**config.mk**
```make
export PLATFORM = sky130hd
export DESIGN_NAME = shared_led_pins
export DESIGN_NICKNAME = d
export VERILOG_FILES = /design/src/rtl/shared_led_pkg.sv /design/src/rtl/settle_timer.sv /design/src/rtl/strap_latch.sv /design/src/rtl/led_polarity.sv /design/src/rtl/shared_led_pins.sv
export SDC_FILE = /design/constraint.sdc
export NUM_CORES = 1
export LEC_CHECK = 0
export ABC_CLOCK_PERIOD_IN_PS = 1200
export BUFFER_PORTS_ARGS = -buffer_cell sky130_fd_sc_hd__buf_4
export CORE_MARGIN = 4
export CORE_UTILIZATION = 38
export DETAILED_ROUTE_END_ITERATION = 7
export HOLD_SLACK_MARGIN = 0.05
export PLACE_DENSITY = 0.72
export SETUP_SLACK_MARGIN = 0.5
export SLEW_MARGIN = 30
export SYNTH_ARGS = -nofsm -noshare
export SYNTH_HDL_FRONTEND = slang
export SYNTH_SLANG_ARGS = --single-unit
```
**constraint.sdc**
```tcl
create_clock -name clk -period 1.2 [get_ports clk]
set_input_delay 0.18 -clock clk [delete_from_list [all_inputs] [get_ports clk]]
set_output_delay 0.18 -clock clk [all_outputs]
set_load 0.1 [all_outputs]
```
**src/rtl/shared_led_pkg.sv**
```systemverilog
package shared_led_pkg;

    localparam int DEF_PINS   = 5;
    localparam int DEF_SETTLE = 16;

    typedef enum logic {
        PH_SETTLE = 1'b0,
        PH_RUN    = 1'b1
    } phase_t;

    // Pad level for a lit/unlit request given the strap read on that pad.
    function automatic logic drive_level(input logic req, input logic strap);
        return req ^ strap;
    endfunction

endpackage

```
**src/rtl/settle_timer.sv**
```systemverilog
module settle_timer #(
    parameter int SETTLE_CYCLES = shared_led_pkg::DEF_SETTLE
) (
    input  logic clk,
    input  logic rst,
    output logic sample_now
);
    import shared_led_pkg::*;

    localparam int CW = (SETTLE_CYCLES < 2) ? 1 : $clog2(SETTLE_CYCLES);
    localparam logic [CW-1:0] LAST = CW'(SETTLE_CYCLES - 1);

    phase_t        phase;
    logic [CW-1:0] cnt;

    assign sample_now = (phase == PH_SETTLE) && (cnt == LAST);

    always_ff @(posedge clk) begin
        if (rst) begin
            phase <= PH_SETTLE;
            cnt   <= '0;
        end else if (phase == PH_SETTLE) begin
            if (cnt == LAST) begin
                phase <= PH_RUN;
            end else begin
                cnt <= cnt + 1'b1;
            end
        end
    end

endmodule

```
**src/rtl/strap_latch.sv**
```systemverilog
module strap_latch #(
    parameter int NUM_PINS = shared_led_pkg::DEF_PINS
) (
    input  logic                clk,
    input  logic                rst,
    input  logic                sample_now,
    input  logic [NUM_PINS-1:0] pin_in,
    output logic [NUM_PINS-1:0] strap,
    output logic                valid
);

    always_ff @(posedge clk) begin
        if (rst) begin
            strap <= '0;
            valid <= 1'b0;
        end else if (sample_now) begin
            strap <= pin_in;
            valid <= 1'b1;
        end
    end

endmodule

```
**src/rtl/led_polarity.sv**
```systemverilog
module led_polarity #(
    parameter int NUM_PINS = shared_led_pkg::DEF_PINS
) (
    input  logic                valid,
    input  logic [NUM_PINS-1:0] strap,
    input  logic [NUM_PINS-1:0] led_req,
    output logic [NUM_PINS-1:0] pin_oe,
    output logic [NUM_PINS-1:0] pin_out
);
    import shared_led_pkg::*;

    for (genvar i = 0; i < NUM_PINS; i++) begin : g_pad
        assign pin_oe[i]  = valid;
        assign pin_out[i] = valid & drive_level(led_req[i], strap[i]);
    end

endmodule

```
**src/rtl/shared_led_pins.sv**
```systemverilog
module shared_led_pins #(
    parameter int NUM_PINS      = shared_led_pkg::DEF_PINS,
    parameter int SETTLE_CYCLES = shared_led_pkg::DEF_SETTLE
) (
    input  logic                clk,
    input  logic                rst,
    input  logic [NUM_PINS-1:0] led_req,
    input  logic [NUM_PINS-1:0] pin_in,
    output logic [NUM_PINS-1:0] pin_oe,
    output logic [NUM_PINS-1:0] pin_out,
    output logic [NUM_PINS-1:0] phy_addr,
    output logic                addr_valid
);

    logic                sample_now;
    logic [NUM_PINS-1:0] strap;
    logic                valid;

    settle_timer #(.SETTLE_CYCLES(SETTLE_CYCLES)) u_timer (
        .clk        (clk),
        .rst        (rst),
        .sample_now (sample_now)
    );

    strap_latch #(.NUM_PINS(NUM_PINS)) u_latch (
        .clk        (clk),
        .rst        (rst),
        .sample_now (sample_now),
        .pin_in     (pin_in),
        .strap      (strap),
        .valid      (valid)
    );

    led_polarity #(.NUM_PINS(NUM_PINS)) u_drive (
        .valid   (valid),
        .strap   (strap),
        .led_req (led_req),
        .pin_oe  (pin_oe),
        .pin_out (pin_out)
    );

    assign phy_addr   = strap;
    assign addr_valid = valid;

endmodule

```
==> results of run 1 <==
==> worst max-delay path, delay by kind of cell (launching register included) <==
| family | cells | cell delay (ns) |
|---|---|---|
| flops | 1 | 0.36 |
| buf+inv | 2 | 0.44 |
| simple gates | 1 | 0.20 |
==> through the flow <==
stage	worst slack (ns)	setup TNS (ns)	utilization, %
after global routing	-0.3102	-2.291	88.70
after global placement	0.02556	0	62.77
after detailed placement	0.007275	0	62.77
after floorplan	-0.3291	-1.684	-
after CTS	-0.1986	-1.253	84.71
final	-0.2748	-1.749	88.70
==> metal layers <==
layer	vias to the layer above	routed length, µm
met2	23	1044
met1	260	781
met4	0	90
li1	249	-
met3	7	96
met5	-	0
==> synth_stat cells <==
| cell type | instances |
|---|---|
| sky130_fd_sc_hd__nand4_1 | 1 |
| sky130_fd_sc_hd__inv_1 | 2 |
| sky130_fd_sc_hd__a21oi_1 | 2 |
| sky130_fd_sc_hd__mux2_1 | 1 |
| sky130_fd_sc_hd__a31oi_4 | 1 |
| sky130_fd_sc_hd__ha_1 | 1 |
| sky130_fd_sc_hd__clkbuf_1 | 1 |
| sky130_fd_sc_hd__xnor2_1 | 6 |
| sky130_fd_sc_hd__mux2i_1 | 6 |
| sky130_fd_sc_hd__buf_4 | 5 |
| sky130_fd_sc_hd__nor2_1 | 14 |
| sky130_fd_sc_hd__dfxtp_1 | 11 |
| sky130_fd_sc_hd__nor4bb_1 | 1 |
| sky130_fd_sc_hd__nor2b_1 | 1 |
| sky130_fd_sc_hd__nor3_1 | 1 |
| sky130_fd_sc_hd__nand4b_2 | 1 |
==> cells by family (layout without fill, tap and decap cells) <==
logic type | Yosys count | in the layout | synth area share [%]
compound gates | 3 | 3 | 5.882
fa+ha+maj | 1 | 1 | 2.353
flops | 11 | 11 | 41.41
buf+inv | 8 | 42 | 9.177
simple gates | 19 | 19 | 17.88
mux | 7 | 7 | 13.41
xor+xnor | 6 | 6 | 9.882
==> worst paths after layout <==
path                 endpoint  cells after the start
max                pin_out[4]                      3
min          u_latch.strap[1]                      3
max reg2reg    u_timer.cnt[3]                      4
min reg2reg  u_latch.strap[1]                      2
==> cell usage in the layout (no fill, tap or decap), types with 3 or more instances in the layout <==
cell | netlist | routed
sky130_fd_sc_hd__dfxtp_2 | 0 | 4
sky130_fd_sc_hd__mux2i_1 | 6 | 5
sky130_fd_sc_hd__xnor2_1 | 6 | 5
sky130_fd_sc_hd__buf_6 | 0 | 5
sky130_fd_sc_hd__nor2_1 | 14 | 8
sky130_fd_sc_hd__dfxtp_4 | 0 | 6
sky130_fd_sc_hd__buf_4 | 5 | 14
sky130_fd_sc_hd__nor2_4 | 0 | 5
sky130_fd_sc_hd__buf_12 | 0 | 17
sky130_fd_sc_hd__clkbuf_4 | 0 | 3
==> registers in the layout (all words and copies together) (netlist names) <==
register,count
u_latch.strap,5
u_latch.valid,1
u_timer.cnt,4
u_timer.phase,1
==> cell type report <==
cell class | instances | area share [%]
clock buffer | 4 | 2.248
tap | 15 | 1.606
multi-input combinational | 36 | 31.05
sequential | 11 | 21.20
inverter | 2 | 0.9636
timing repair buffer | 36 | 42.93
==> timing repair <==
item / in CTS / in global routing
pin swaps: 3 / 6
resized for setup: 58 / 8
gates cloned: 0 / 0
buffers inserted: 3 / 2
setup endpoints to repair: 27 / 27
==> power breakdown <==
group / total (mW) / switching [mW] / internal, mW
clock network: 0.269 / 0.139 / 0.129
registers: 0.375 / 0.0133 / 0.362
logic: 0.111 / 0.0470 / 0.0635
==> results.json, run 1 <==
{
  "status": "finished, violations left",
  "failed_checks": "setup timing",
  "vias": 539,
  "multi_input_area_um2": 362.8,
  "min_period_over_period_pct": 122.9,
  "post_layout_nonfiller_instances": 104,
  "dieArea_um2": 2062,
  "worst-endpoint-required_ns": 1.02,
  "setup.worst_path.end_class": "output port",
  "relSlewSlack_pct": 76.40,
  "cts_tree": "yes",
  "sequential_cell_area_um2": 247.7,
  "cts_max_level": 1,
  "startpoint_type": "register",
  "dp_hpwl_um": 879.5,
  "number_of_synthesized_register_bits": 11,
  "grt_start_max_net_pins": 13,
  "initial_core_util_pct": 40.36,
  "grtUsageMet1_pct": 17.99,
  "dp_cells": 95,
  "fin_worst_skew_ns": 0.007607,
  "worst_r2r_startpoint": "u_timer.cnt[0]",
  "maxCapViolations": 0,
  "clock_tree.root_cell": "sky130_fd_sc_hd__clkbuf_4",
  "tritoncts_num_sinks": 11,
  "viasPerCell": 5.183,
  "dr.first_iter.drc_count": 3,
  "area_delta_synth_final_pct": 119.8,
  "pwr_density_cell_nw_per_um2": 645.7,
  "drt-pass1-iter-count": 4,
  "wl_mm": 2.012,
  "grt_use_met3_pct": 4.348,
  "globalRouteOverflowTotal": 0,
  "timing.final.setup_violations": 13,
  "netlist.top_cell.by_area": "sky130_fd_sc_hd__dfxtp_1",
  "synth_area_per_cell_um2": 9.668,
  "tritoncts.num_buffers": 3,
  "finalHoldViolCount": 0,
  "netlist_area_um2": 531.8,
  "hold-worst-slack_ns": 0.1160,
  "crit_chain": "clkinvlp_4 > nor2_4 > buf_12",
  "core_um2": 1318,
  "dpl-instance-area_um2": 827.0,
  "synthesized_net_count": 68,
  "global_route.usage.total_pct": 17.98,
  "routedWlPerCell_um": 19.35,
  "finalNetCount": 103,
  "setup.reg_to_reg.worst_slack_ns": -0.03,
  "yosysTopAreaCellShare_pct": 41.41,
  "unrepaired_setup_endpoints_after_global_routing": "yes",
  "final_layout_size_suffix_gt1_share_pct": 73.03,
  "fp.dieH_um": 45.41,
  "busiest_layer": "met2",
  "chipWidth_um": 45.41,
  "synth-seq-area-share_pct": 41.41,
  "fillers": 49,
  "antenna_cells": 0,
  "ant_nets": 0,
  "synthDistinctLibCells": 16,
  "grt_pass1_wl_mm": 2.490,
  "min_from": "pin_in[1]",
  "worst_setup_path_startpoint": "u_latch.valid",
  "ios": 28,
  "crit_type": "register to output port",
  "timing.hold.worst.class": "input pin to register",
  "number_of_hold_repair_buffers_added_at_the_cts_stage": 0,
  "worst_ep_arrival_time_ns": 1.29,
  "fp-row-count": 13,
  "antenna_found_initial": 0,
  "cts.reportedPaths.clkPinSlew_ns": 0.08,
  "postSynthCellCount": 55,
  "cellLeakagePower_nw": 0.5180,
  "period_minus_slack_ns": 1.475,
  "final_area_um2": 1169,
  "cpMaxStageDelayCell": "sky130_fd_sc_hd__dfxtp_4",
  "fmax_ghz": 0.6780,
  "placement.io_buffers": 27,
  "tot_pwr_mw": 0.7546,
  "clockBufferDepth": 2,
  "finalWeightedCongestion": 0.6278,
  "cp_max_fo": 6,
  "grtUsageMet2_pct": 31.20,
  "power.ir.vdd_worst_mv": 0.8270,
  "worst-slew-pin-transition_ns": 0.3515,
  "timing.final.ws_setup_ns": -0.2748,
  "critical-path-max-stage-delay_ns": 0.36,
  "grt_pass1_vias": 538,
  "synthTopCellsByArea": "sky130_fd_sc_hd__dfxtp_1 41%, sky130_fd_sc_hd__mux2i_1 11%, sky130_fd_sc_hd__nor2_1 9.9%, sky130_fd_sc_hd__xnor2_1 9.9%, sky130_fd_sc_hd__buf_4 7.1%",
  "route.detailed.drc": 0,
  "slew_violations": 0,
  "synth-warning-count": 0,
  "worst_skew_pair.late_latency_ns": 0.29
}
Note: power is estimated with default switching activity, not from simulation.
==> inputs of run 2 (changes only) <==
--- a/config.mk
+++ b/config.mk
@@ -5,7 +5,7 @@
 export SDC_FILE = /design/constraint.sdc
 export NUM_CORES = 1
 export LEC_CHECK = 0
-export ABC_CLOCK_PERIOD_IN_PS = 1200
+export ABC_CLOCK_PERIOD_IN_PS = 1300
 export BUFFER_PORTS_ARGS = -buffer_cell sky130_fd_sc_hd__buf_4
 export CORE_MARGIN = 4
 export CORE_UTILIZATION = 38
==> constraint.sdc (replaced) <==
create_clock -name clk -period 1.3 [get_ports clk]
set_input_delay 0.195 -clock clk [delete_from_list [all_inputs] [get_ports clk]]
set_output_delay 0.195 -clock clk [all_outputs]
set_load 0.1 [all_outputs]
==> results.json, run 2 <==
{
  "cts_max_level": 1,
  "clockBufferDepth": 2,
  "synthArstFlopShare_pct": 0,
  "fp.dieH_um": 45.41,
  "synthTopCellsByArea": "sky130_fd_sc_hd__dfxtp_1 41%, sky130_fd_sc_hd__mux2i_1 11%, sky130_fd_sc_hd__nor2_1 9.9%, sky130_fd_sc_hd__xnor2_1 9.9%, sky130_fd_sc_hd__buf_4 7.1%",
  "worst-ep-kind": "primary output",
  "error_message": "[ERROR DPL-0033] detailed placement checks failed during check placement.",
  "grt_start_max_net_pins": 13,
  "synth-warning-count": 0,
  "synthDistinctLibCells": 16,
  "dp_slack_ns": 0.08610,
  "synth_area_per_cell_um2": 9.668,
  "dp_hpwl_um": 864.5,
  "yosysTopAreaCellShare_pct": 41.41,
  "initial_core_util_pct": 40.36,
  "synth-seq-area-share_pct": 41.41,
  "synthesized_net_count": 68,
  "postSynthCellCount": 55,
  "number_of_synthesized_register_bits": 11,
  "netlist_area_um2": 531.8,
  "tritoncts.num_buffers": 3,
  "outcome.stop_stage": "global routing (5_1_grt)",
  "grt_repair_worst_endpoint": "pin_out[1]",
  "status": "aborted with a tool error",
  "ios": 28,
  "clock_tree.root_cell": "sky130_fd_sc_hd__clkbuf_4",
  "tritoncts_num_sinks": 11,
  "synth_flop_cell": "sky130_fd_sc_hd__dfxtp_1",
  "placement.io_buffers": 27,
  "fp-row-count": 13,
  "synth-edff-count": 0,
  "dpl-instance-area_um2": 804.5,
  "finalWeightedCongestion": 0.5926,
  "synth_commonest_cells": "14 x sky130_fd_sc_hd__nor2_1, 11 x sky130_fd_sc_hd__dfxtp_1, 6 x sky130_fd_sc_hd__mux2i_1, 6 x sky130_fd_sc_hd__xnor2_1, 5 x sky130_fd_sc_hd__buf_4",
  "synthMostInstantiatedCell": "sky130_fd_sc_hd__nor2_1",
  "netlist.top_cell.by_area": "sky130_fd_sc_hd__dfxtp_1",
  "chipWidth_um": 45.41,
  "antenna_found_initial": 0
}
## run 2: cells by family after synthesis
family	count (synthesis)	synth area share, %
AO/OA/AOI/OAI	3	5.882
XOR/XNOR	6	9.882
adder cells (fa/ha/maj)	1	2.353
buffers and inverters	8	9.177
flip-flops	11	41.41
multiplexers	7	13.41
AND/OR/NAND/NOR	19	17.88
## run 2: timing repair
| action | in CTS |
|---|---|
| buffers inserted | 7 |
| gates resized for setup | 61 |
| cloned | 0 |
| pin swaps | 7 |
| setup endpoints to repair | 27 |
| hold buffers | 0 |
## run 2: metrics by stage
stage / hold slack, ns / instances / setup TNS, ns
after floorplan: 0.3377 / 55 / -1.220
after detailed placement: 0.4320 / 92 / 0
after CTS: 0.1547 / 103 / -0.5452
after global placement: 0.4207 / 92 / 0
==> inputs of run 3 (changes only) <==
--- a/config.mk
+++ b/config.mk
@@ -5,14 +5,12 @@
 export SDC_FILE = /design/constraint.sdc
 export NUM_CORES = 1
 export LEC_CHECK = 0
-export ABC_CLOCK_PERIOD_IN_PS = 1300
+export ABC_CLOCK_PERIOD_IN_PS = 1700
 export BUFFER_PORTS_ARGS = -buffer_cell sky130_fd_sc_hd__buf_4
-export CORE_MARGIN = 4
-export CORE_UTILIZATION = 38
+export CORE_AREA = 4 4 65 67
 export DETAILED_ROUTE_END_ITERATION = 7
-export HOLD_SLACK_MARGIN = 0.05
-export PLACE_DENSITY = 0.72
-export SETUP_SLACK_MARGIN = 0.5
+export DIE_AREA = 0 0 69 71
+export PLACE_DENSITY_LB_ADDON = 0.15
 export SLEW_MARGIN = 30
 export SYNTH_ARGS = -nofsm -noshare
 export SYNTH_HDL_FRONTEND = slang
==> constraint.sdc (replaced) <==
create_clock -name clk -period 1.7 [get_ports clk]
set_input_delay 0.255 -clock clk [delete_from_list [all_inputs] [get_ports clk]]
set_output_delay 0.255 -clock clk [all_outputs]
set_load 0.1 [all_outputs]
==> results.json, run 3 (synthesis gave the netlist of run 1 again) <==
{
  "status": "completed",
  "unrepaired_setup_endpoints_after_global_routing": "no",
  "met2_length_um": 613,
  "antenna_found_initial": 0,
  "cts_max_level": 1,
  "layout_top_registers": "u_latch.strap x5, u_timer.cnt x4",
  "rr_endpoint": "u_timer.cnt[3]",
  "sequential_cell_area_um2": 230.2,
  "timing.hold.worst.class": "input pin to register",
  "finalHoldViolCount": 0,
  "viasPerCell": 3.609,
  "dr.first_iter.drc_count": 0,
  "worst-slew-pin-transition_ns": 0.4785,
  "largest_register_ffs": 5,
  "clockBufferDepth": 2,
  "power.ir.vdd_worst_mv": 0.1463,
  "timing.final.setup_violations": 0,
  "finalNetCount": 94,
  "fp.dieH_um": 71,
  "multi_input_area_um2": 300.3,
  "cts_tree": "yes",
  "min_period_over_period_pct": 88.58,
  "setup.worst_path.end_class": "output port",
  "clock_tree.root_cell": "sky130_fd_sc_hd__clkbuf_8",
  "met3WireLength_um": 115,
  "crit_type": "register to output port",
  "grt_pass1_vias": 462,
  "mostFrequentLayoutCell": "sky130_fd_sc_hd__buf_4",
  "cp_max_fo": 7,
  "cellLeakagePower_nw": 0.4035,
  "fin_worst_skew_ns": 0.002923,
  "routedWlPerCell_um": 10.52,
  "dieArea_um2": 4899,
  "metal1_wirelength_um": 571,
  "fmax_ghz": 0.6641,
  "min_delay_path_depth": 3,
  "fp-row-count": 22,
  "critPathCapture": "pin_out[3]",
  "dp_hpwl_mm": 1.046,
  "tritoncts_num_sinks": 11,
  "worst_skew_pair.late_latency_ns": 0.24,
  "antenna_cells": 0,
  "vias": 462,
  "period_minus_slack_ns": 1.506,
  "max_flop_register": "u_latch.strap",
  "pwr_density_cell_nw_per_um2": 695.1,
  "highest_layer": "met4",
  "chipWidth_um": 69,
  "final_layout_size_suffix_gt1_share_pct": 53.75,
  "final_area_um2": 845.8,
  "grt_start_max_net_pins": 13,
  "ant_nets": 0,
  "startpoint_type": "register",
  "placement.io_buffers": 27,
  "number_of_hold_repair_buffers_added_at_the_cts_stage": 0,
  "grt_pass1_wl_mm": 2.283,
  "ios": 28,
  "worst_ep_arrival_time_ns": 1.25,
  "initial_core_util_pct": 14.63,
  "slew_violations": 0,
  "worst_setup_path_startpoint": "u_latch.valid",
  "maxCapViolations": 0,
  "cts.reportedPaths.clkPinSlew_ns": 0.05,
  "relSlewSlack_pct": 68.07,
  "dpl-instance-area_um2": 800.8,
  "core_um2": 3633,
  "setup.reg_to_reg.worst_slack_ns": 0.27,
  "fillers": 412,
  "reg2reg_depth": 4,
  "worst-endpoint-required_ns": 1.44,
  "drt-pass1-iter-count": 1,
  "finalSetupTns_ns": 0,
  "layout.cells.most_common_list": "27 x sky130_fd_sc_hd__buf_4, 9 x sky130_fd_sc_hd__nor2_1, 6 x sky130_fd_sc_hd__xnor2_1, 6 x sky130_fd_sc_hd__mux2i_1",
  "hold-worst-slack_ns": 0.2467,
  "worst_r2r_startpoint": "u_timer.cnt[0]",
  "cts-resized-gates": 0,
  "globalRouteOverflowTotal": 0,
  "global_route.usage.total_pct": 5.983,
  "wl_mm": 1.347,
  "area_delta_synth_final_pct": 59.06,
  "finalWeightedCongestion": 0.6311,
  "route.detailed.drc": 0,
  "postCtsSetupRepairBufs": 0,
  "tritoncts.num_buffers": 3
}
==> run 3: how the worst min path moves through the flow <==
stage | to | slack [ns] | from
2_1_floorplan | u_latch.strap[0] | 0.40 | pin_in[0]
3_3_place_gp | u_latch.strap[3] | 0.49 | pin_in[3]
3_5_place_dp | u_latch.strap[2] | 0.50 | pin_in[2]
4_1_cts | u_latch.strap[0] | 0.24 | pin_in[0]
5_1_grt | u_latch.strap[0] | 0.25 | pin_in[0]
6_report | u_latch.strap[1] | 0.25 | pin_in[1]
==> run 3: routing by layer <==
layer  vias to the layer above  track usage, %
met4                         0           5.206
met3                         5           2.415
met5                         -               0
li1                        227               -
met2                        22           9.004
met1                       208           6.498
==> run 3: report_power, final <==
group          internal, mW  leakage, nW  switching (mW)
Combinational        0.0281        0.288          0.0202
Clock                 0.165       0.0228           0.105
Sequential            0.263       0.0926         0.00669
Total                 0.456        0.403           0.132
==> run 3: area by class of cell <==
class	instances	share of cell area, %
Multi-Input combinational cell	36	35.50
Sequential cell	11	27.22
Timing Repair Buffer	27	23.96
Tap cell	48	7.101
Clock buffer	4	5.325
Inverter	2	0.8876
==> run 3: stage by stage <==
step           total power, mW  util [%]  instances  worst slack, ns
2_1_floorplan           0.2983         -         55          0.07114
3_3_place_gp            0.3235     22.04        124           0.2974
3_5_place_dp            0.3248     22.04        124           0.2765
4_1_cts                 0.6044     23.28        128           0.1579
5_1_grt                 0.6194     23.28        128           0.1169
6_report                0.5879     23.28        128           0.1942
==> run 3: critical path: stages, from the launching register on <==
cell and delay [ns]:
sky130_fd_sc_hd__dfxtp_4 0.37, sky130_fd_sc_hd__inv_1 0.21, sky130_fd_sc_hd__nor2_4 0.13, sky130_fd_sc_hd__buf_4 0.29
